$ cat config.mk
export PLATFORM = sky130hd
export DESIGN_NAME = kbd_trap_csr
export DESIGN_NICKNAME = d
export VERILOG_FILES = /design/src/rtl/kbd_trap_pkg.sv /design/src/rtl/kbd_trap_decode.sv /design/src/rtl/kbd_trap_flags.sv /design/src/rtl/kbd_trap_fn_regs.sv /design/src/rtl/kbd_trap_csr.sv
export SDC_FILE = /design/constraint.sdc
export NUM_CORES = 1
export LEC_CHECK = 0
export BUFFER_PORTS_ARGS = -buffer_cell sky130_fd_sc_hd__buf_2
export CAP_MARGIN = 40
export CORE_MARGIN = 2
export CORE_UTILIZATION = 25
export DETAILED_ROUTE_END_ITERATION = 16
export HOLD_SLACK_MARGIN = 0.1
export PLACE_DENSITY_LB_ADDON = 0.12
export SLEW_MARGIN = 30
export SYNTH_ARGS = -nofsm -noshare
export SYNTH_HDL_FRONTEND = slang
export SYNTH_SLANG_ARGS = --single-unit
$ cat constraint.sdc
create_clock -name clk -period 2.3 [get_ports clk]
set_input_delay 0 -clock clk [delete_from_list [all_inputs] [get_ports clk]]
set_output_delay 0 -clock clk [all_outputs]
set_load 0.05 [all_outputs]
$ cat src/rtl/kbd_trap_pkg.sv
package kbd_trap_pkg;

    localparam int REG_W    = 16;
    localparam int NUM_TRAP = 5;    // 0:data rd 1:data wr 2:cmd rd 3:cmd wr 4:end of pass-through

    localparam int USB_STS_BIT  = 12;
    localparam int USB_SMI_BIT  = 4;
    localparam int PIRQ_EN_BIT  = 13;

    typedef logic [NUM_TRAP-1:0] trap_vec_t;

    // register position of a trap status flag
    function automatic int sts_pos(input int t);
        return (t == NUM_TRAP-1) ? 15 : 8 + t;
    endfunction

    // register position of a trap enable bit
    function automatic int en_pos(input int t);
        return (t == NUM_TRAP-1) ? 7 : t;
    endfunction

endpackage

$ cat src/rtl/kbd_trap_decode.sv
module kbd_trap_decode
    import kbd_trap_pkg::*;
#(
    parameter int              ADDR_W    = 16,
    parameter logic [ADDR_W-1:0] DATA_PORT = ADDR_W'(16'h0060),
    parameter logic [ADDR_W-1:0] CMD_PORT  = ADDR_W'(16'h0064)
) (
    input  logic              io_rd,
    input  logic              io_wr,
    input  logic [ADDR_W-1:0] io_addr,
    input  logic              a20_pass,
    input  logic              eop_evt,
    output trap_vec_t         set_o
);

    logic hit_data;
    logic hit_cmd;

    always_comb begin
        hit_data = (io_addr == DATA_PORT);
        hit_cmd  = (io_addr == CMD_PORT);
        set_o    = '0;
        set_o[0] = io_rd & hit_data;
        set_o[1] = io_wr & hit_data;
        set_o[2] = io_rd & hit_cmd;
        set_o[3] = io_wr & hit_cmd & ~a20_pass;
        set_o[NUM_TRAP-1] = eop_evt;
    end

endmodule

$ cat src/rtl/kbd_trap_flags.sv
module kbd_trap_flags
    import kbd_trap_pkg::*;
(
    input  logic      clk,
    input  logic      rst_n,
    input  trap_vec_t set_i,
    input  trap_vec_t clr_i,
    output trap_vec_t flags_o
);

    trap_vec_t flags_q;

    always_ff @(posedge clk or negedge rst_n) begin
        if (!rst_n) begin
            flags_q <= '0;
        end else begin
            flags_q <= (flags_q & ~clr_i) | set_i;
        end
    end

    assign flags_o = flags_q;

    for (genvar t = 0; t < NUM_TRAP; t++) begin : g_chk

        flag_sets_chk: assert property (@(posedge clk) disable iff (!rst_n)
            set_i[t] |=> flags_q[t]);

        flag_clears_chk: assert property (@(posedge clk) disable iff (!rst_n)
            (clr_i[t] && !set_i[t]) |=> !flags_q[t]);

        flag_holds_chk: assert property (@(posedge clk) disable iff (!rst_n)
            (!clr_i[t] && !set_i[t]) |=> $stable(flags_q[t]));
    end

endmodule

$ cat src/rtl/kbd_trap_fn_regs.sv
module kbd_trap_fn_regs
    import kbd_trap_pkg::*;
(
    input  logic             clk,
    input  logic             rst_n,
    input  logic             we_i,
    input  logic [REG_W-1:0] wdata_i,
    output trap_vec_t        trap_en_o,
    output logic             usb_smi_en_o,
    output logic             pirq_en_o
);

    trap_vec_t en_q;
    trap_vec_t en_d;
    logic      usb_en_q;
    logic      pirq_q;

    always_comb begin
        en_d = en_q;
        if (we_i) begin
            for (int t = 0; t < NUM_TRAP; t++) begin
                en_d[t] = wdata_i[en_pos(t)];
            end
        end
    end

    always_ff @(posedge clk or negedge rst_n) begin
        if (!rst_n) begin
            en_q     <= '0;
            usb_en_q <= 1'b0;
            pirq_q   <= 1'b1;
        end else begin
            en_q <= en_d;
            if (we_i) begin
                usb_en_q <= wdata_i[USB_SMI_BIT];
                pirq_q   <= wdata_i[PIRQ_EN_BIT];
            end
        end
    end

    assign trap_en_o    = en_q;
    assign usb_smi_en_o = usb_en_q;
    assign pirq_en_o    = pirq_q;


    pirq_wr_chk: assert property (@(posedge clk) disable iff (!rst_n)
        we_i |=> (pirq_q == $past(wdata_i[PIRQ_EN_BIT])));

    en_hold_chk: assert property (@(posedge clk) disable iff (!rst_n)
        !we_i |=> ($stable(en_q) && $stable(usb_en_q) && $stable(pirq_q)));

endmodule

$ cat src/rtl/kbd_trap_csr.sv
module kbd_trap_csr
    import kbd_trap_pkg::*;
#(
    parameter int N_FUNC = 3,
    parameter int ADDR_W = 16,
    parameter int FSEL_W = (N_FUNC > 1) ? $clog2(N_FUNC) : 1
) (
    input  logic              clk,
    input  logic              rst_n,
    input  logic              io_rd,
    input  logic              io_wr,
    input  logic [ADDR_W-1:0] io_addr,
    input  logic              a20_pass,
    input  logic              eop_evt,
    input  logic [N_FUNC-1:0] usb_irq,
    input  logic              cfg_wr,
    input  logic [FSEL_W-1:0] cfg_func,
    input  logic [REG_W-1:0]  cfg_wdata,
    input  logic [FSEL_W-1:0] cfg_rsel,
    output logic [REG_W-1:0]  cfg_rdata,
    output logic              smi_req,
    output logic [N_FUNC-1:0] pci_irq
);

    localparam logic [ADDR_W-1:0] DATA_PORT = ADDR_W'(16'h0060);
    localparam logic [ADDR_W-1:0] CMD_PORT  = ADDR_W'(16'h0064);

    trap_vec_t         set_vec;
    trap_vec_t         clr_vec;
    trap_vec_t         flags;
    trap_vec_t         en_any;
    trap_vec_t         fn_en [N_FUNC];
    logic [N_FUNC-1:0] fn_usb_en;
    logic [N_FUNC-1:0] fn_pirq;
    logic              func_ok;

    kbd_trap_decode #(
        .ADDR_W    (ADDR_W),
        .DATA_PORT (DATA_PORT),
        .CMD_PORT  (CMD_PORT)
    ) decode_i (
        .io_rd    (io_rd),
        .io_wr    (io_wr),
        .io_addr  (io_addr),
        .a20_pass (a20_pass),
        .eop_evt  (eop_evt),
        .set_o    (set_vec)
    );

    assign func_ok = (int'(cfg_func) < N_FUNC);

    always_comb begin
        for (int t = 0; t < NUM_TRAP; t++) begin
            clr_vec[t] = cfg_wr & func_ok & cfg_wdata[sts_pos(t)];
        end
    end

    kbd_trap_flags flags_i (
        .clk     (clk),
        .rst_n   (rst_n),
        .set_i   (set_vec),
        .clr_i   (clr_vec),
        .flags_o (flags)
    );

    for (genvar f = 0; f < N_FUNC; f++) begin : g_fn
        kbd_trap_fn_regs regs_i (
            .clk          (clk),
            .rst_n        (rst_n),
            .we_i         (cfg_wr && (cfg_func == FSEL_W'(f))),
            .wdata_i      (cfg_wdata),
            .trap_en_o    (fn_en[f]),
            .usb_smi_en_o (fn_usb_en[f]),
            .pirq_en_o    (fn_pirq[f])
        );
    end

    always_comb begin
        en_any = '0;
        for (int f = 0; f < N_FUNC; f++) begin
            en_any = en_any | fn_en[f];
        end
    end

    assign smi_req = (|(flags & en_any)) | (|(usb_irq & fn_usb_en));
    assign pci_irq = usb_irq & fn_pirq;

    always_comb begin
        cfg_rdata = '0;
        for (int f = 0; f < N_FUNC; f++) begin
            if (cfg_rsel == FSEL_W'(f)) begin
                for (int t = 0; t < NUM_TRAP; t++) begin
                    cfg_rdata[sts_pos(t)] = flags[t];
                    cfg_rdata[en_pos(t)]  = fn_en[f][t];
                end
                cfg_rdata[USB_STS_BIT] = usb_irq[f];
                cfg_rdata[USB_SMI_BIT] = fn_usb_en[f];
                cfg_rdata[PIRQ_EN_BIT] = fn_pirq[f];
            end
        end
    end


    a20_exempt_chk: assert property (@(posedge clk) disable iff (!rst_n)
        (io_wr && (io_addr == CMD_PORT) && a20_pass && !io_rd && !flags[3]) |=> !flags[3]);

    data_read_chk: assert property (@(posedge clk) disable iff (!rst_n)
        (io_rd && (io_addr == DATA_PORT)) |=> flags[0]);

    smi_quiet_chk: assert property (@(posedge clk) disable iff (!rst_n)
        ((flags == '0) && (usb_irq == '0)) |-> !smi_req);

endmodule

After elaboration in Yosys (flattened, before gate mapping):

Cells that the tools add are included.
Widths: inputs -> output; s select.

* register bits: 26
* input bits: 46
* output and inout port bits: 20
* logic and storage cells: 54

* magnitude comparators: 1
* eq/ne operators: 6
* multiplexer cells: 9
* bitwise operators: 21
* reductions and logical operators: 7

Operators by type and width (count)
* $eq 16x7->1 const B: 2
* $mux 7: 3
* $mux 5: 3
* $or 5x5->5: 3
* $and 1x1->1: 11
* $and 5x5->5: 2
* $and 3x3->3: 2
* $not 5->5: 1
* $reduce_or 5->1: 1
* $eq 2x1->1 const B: 2
* $eq 2x2->1 const B: 2
* $logic_not 2->1: 2
* $logic_and 1x1->1: 3
* $mux 1: 3
* $reduce_or 3->1: 1
* $lt 2x2->1 const B: 1
* $not 1->1: 1
* $or 1x1->1: 1

Depth between registers and ports, before layout:

* word-level depth: 6
* depth in mapped cells: 5

By module:

A second synthesis with hierarchy kept.

* cell total of the unflattened synthesis: 130
* area total of the unflattened synthesis: 1574.0 sq um

Modules (own cells, without submodules)
* kbd_trap_fn_regs: times used 3, cells each 15, area an instance 292.8 sq um, sequential area each 176.4 sq um
* kbd_trap_csr: times used 1, cells each 58, area an instance 406.6 sq um, sequential area each 0.0 sq um
* kbd_trap_flags: times used 1, cells each 15, area an instance 181.4 sq um, sequential area each 125.1 sq um
* kbd_trap_decode: times used 1, cells each 12, area an instance 107.6 sq um, sequential area each 0.0 sq um

Least setup slack after synthesis:

OpenSTA, ideal clock, no wires.

* kind: reg-to-output
* from: reg g_fn[2].regs_i.pirq_q
* to: out cfg_rdata[13]
* arrival time: 1.664 ns
* required time: 2.300 ns
* setup slack: 0.636 ns
* stages on the path, launching flop included: 3
* cells stage by stage: dfstp_2 mux2i_1 o21ai_0

* word-level cells in the longest chain between the ends: 1

RTL lines
* start, declared: RTL line kbd_trap_fn_regs.sv:16 `logic pirq_q;`
* start signal, assigned: RTL line kbd_trap_fn_regs.sv:36 `pirq_q <= wdata_i[PIRQ_EN_BIT];`
* $mux 7: RTL line kbd_trap_csr.sv:91 `if (cfg_rsel == FSEL_W'(f)) begin`
* end, declared: RTL line kbd_trap_csr.sv:20 `output logic [REG_W-1:0] cfg_rdata,`

Every way passes these cells.

Final worst setup path:

* from: reg g_fn[0].regs_i.en_q[4]
* to: out smi_req

* word-level cells in the longest chain between the ends: 5

RTL lines
* start, declared: RTL line kbd_trap_fn_regs.sv:13 `trap_vec_t en_q;`
* start signal, assigned: RTL line kbd_trap_fn_regs.sv:33 `en_q <= en_d;`
* $or 5x5->5 (2 in series): RTL line kbd_trap_csr.sv:81 `en_any = en_any | fn_en[f];`
* $and 5x5->5: RTL line kbd_trap_csr.sv:85 `assign smi_req = (|(flags & en_any)) | (|(usb_irq & fn_usb_en));`
* $reduce_or 5->1: RTL line kbd_trap_csr.sv:85
* $or 1x1->1: RTL line kbd_trap_csr.sv:85
* end, declared: RTL line kbd_trap_csr.sv:21 `output logic smi_req,`

Every way passes these cells.

==> results.cfg <==
[clocking]
insertion_delay_ns = 0.27
cts.htree.levels = 1
clk_path_buf_depth = 2
post_cts_buffers = 0
hold_buffers = 18
cts-root-buf = clkbuf_8
cts_resized = 0
cts_tree = built
cts-buffers-inserted = 3
numClockSinks = 26
clk_pin_slew_ns = 0.09

[placed_design]
dp_slack_ns = 0.939
hpwlAfterDp_um = 2740
portBuffers = 58
gp_congestion = 0.684

[sta]
fin_setup_tns_ns = 0
fin_hold_ws_ns = 0.226
fmax_mhz = 666
fin_skew_ns = 0
fin_crit_sh = 0.653
rsz0062_at_grt = false
finalSetupViolCount = 0
hold_viol_final = 0
worstMarginPinSlew_ns = 0.694
drv_slew = 0
fin_crit_ns = 1.50
relSlewSlack = 0.536
setup_slack_ns = 0.799

[logic_synthesis]
ys_ff_latch = 26
synth_flop_cell = dfrtp_1
async_flop_share = 1.00
syn_inst = 124
netlist_top_cells_area = dfrtp_1 (42%), mux2_2 (17%), mux2i_1 (5.8%), o21ai_0 (5.8%), dfstp_2 (5.7%)
ys_types = 25
synth_area_mm2 = 0.00138
synth_seq_area_share = 0.473
synth-warning-count = 0
yosysTopAreaCellShare = 0.416
synth_edf_count = 0
avgSynthCellArea_um2 = 11.2
synth_top_area_cell = dfrtp_1

[floorplanning]
core_mm2 = 0.00544
fp.dieH_um = 78.4
die_w_um = 78.4
die_area_mm2 = 0.00615
start_util = 0.254
num_rows = 27
pin_count = 66

[setup_path]
startpoint = g_fn[0].regs_i.trap_en_o[4]
rrSetupSlack_ns = 1.04
cp_top_family = flip-flops
startpoint_type = flip-flop
crit_type = flip-flop to output pin
critPathMaxFanout = 3
worst-path-buf-inv = 1
cp.required_ns = 2.30
crit_chain = o31ai_1 > and4_1 > nand3_1 > buf_2
r2r_start = flags_i.flags_o[1]
cpPeakStageDelay_ns = 0.40
worstPathArrival_ns = 1.50
endpoint_kind = output pin
cpMaxStageDelayCell = dfrtp_1

[final_layout]
area_growth_pct = 42.4
final_util = 0.362
final-seq-area_um2 = 654
multi_input_area_um2 = 674
num_antenna_cells = 0
fillers = 559
drive_gt1_frac = 0.450
nets = 247

[power_and_ir_drop]
p_clk_frac = 0.231
p_seq_frac = 0.465
netSwitchingFraction = 0.333
irDropWorstVdd_mv = 0.249
power_mw = 1.26
p_per_area_mw_per_mm2 = 641
power_frac_comb = 0.303
internal-power_mw = 0.842
leakagePower_nw = 0.949
p_switching_mw = 0.421

[routing]
vias = 1240
dr.pass1.iters = 4
drc = 0
wl_per_cell_um = 13.2
drt_wl_total_um = 3590
antenna_left = 0
drtIter0Drc = 68
vias_per_cell = 4.56

[global_route]
grt.total_usage = 0.124
grt_max_degree = 27
antenna_found_initial = 0
first_global_vias = 1252
grt_pass1_wl_um = 5930
overflow = 0

[outcome]
status = finished clean

[flow_run]
maxCapViolCount = 0

[min_path]
hold_path.class = primary input to flip-flop
worstHoldStart = cfg_func[0]
==> worst register-to-register path, cell delays in order, from the launching register on <==
cell	delay, ns
dfrtp_1	0.42
o21ai_0	0.08
o21ai_0	0.09
dlygate4sd3_1	0.56
==> flip-flops by register name (all words and copies together) (netlist names) <==
register                  count
g_fn.regs_i.usb_smi_en_o      3
g_fn.regs_i.trap_en_o        15
flags_i.flags_o               5
g_fn.regs_i.pirq_en_o         3
==> metal layers <==
layer	routed length, um	global-route usage	vias to the layer above
met5	0	0	-
met4	46	0.0421	0
met3	126	0.0172	4
met2	1860	0.224	33
met1	1560	0.152	610
li1	-	-	593
==> cells in the mapped netlist, types with 2 or more instances <==
| cell type | count |
|---|---|
| nand2_1 | 9 |
| nand4_1 | 2 |
| dfstp_2 | 3 |
| nand3b_2 | 2 |
| nor4_1 | 3 |
| mux2_2 | 21 |
| dfrtp_1 | 23 |
| inv_1 | 7 |
| and2_1 | 8 |
| buf_4 | 3 |
| o21ai_0 | 16 |
| buf_2 | 2 |
| mux2i_1 | 8 |
| o31ai_1 | 6 |
==> cell families (layout without fill, tap and decap cells) <==
kind of cell           after synthesis  after routing  share of synthesized area
AND/OR/NAND/NOR                     31             31                      0.146
multiplexers                        29             29                      0.229
flip-flops                          26             26                      0.473
AO/OA/AOI/OAI                       24             24                      0.105
buffers and inverters               13             87                     0.0452
other                                1              3                    0.00271
==> final timing paths <==
path / cells past startpoint / end
hold reg to reg: 1 / g_fn[1].regs_i.trap_en_o[4]
hold / removal: 3 / g_fn[0].regs_i.trap_en_o[2]
max in group asynchronous: 2 / g_fn[0].regs_i.trap_en_o[1]
setup / recovery: 4 / smi_req
min in group asynchronous: 2 / flags_i.flags_o[4]
setup reg to reg: 3 / flags_i.flags_o[1]
==> power groups by stage <==
stage	sequential [mW]	combinational (mW)	clock (mW)
2_1_floorplan	0.582	0.268	0
3_3_place_gp	0.592	0.363	0
3_5_place_dp	0.597	0.371	0
4_1_cts	0.588	0.390	0.309
5_1_grt	0.599	0.414	0.329
6_report	0.588	0.383	0.292
==> placed cells by master (no fill, tap or decap), types with 4 or more instances in the layout <==
cell and instances:
dlygate4sd3_1 18, and2_1 8, inv_1 7, buf_2 58
mux2_2 21, clkbuf_8 4, nand2_1 9, dfrtp_1 23
mux2i_1 8, o21ai_0 16, o31ai_1 6
==> per-stage QoR <==
step                      cell area (um^2)  cells
after floorplan                       1390    126
after CTS                             1970    272
after detailed placement              1740    250
after global routing                  1970    272
after global placement                1740    250
final                                 1970    272
==> area by class of cell <==
class / count / area share
inverters: 7 / 0.0133
repair buffers: 76 / 0.239
flip-flops and latches: 26 / 0.332
multi-input cells: 87 / 0.342
well taps: 72 / 0.0457
clock buffers: 4 / 0.0279
(Power assumes the default switching activity.)
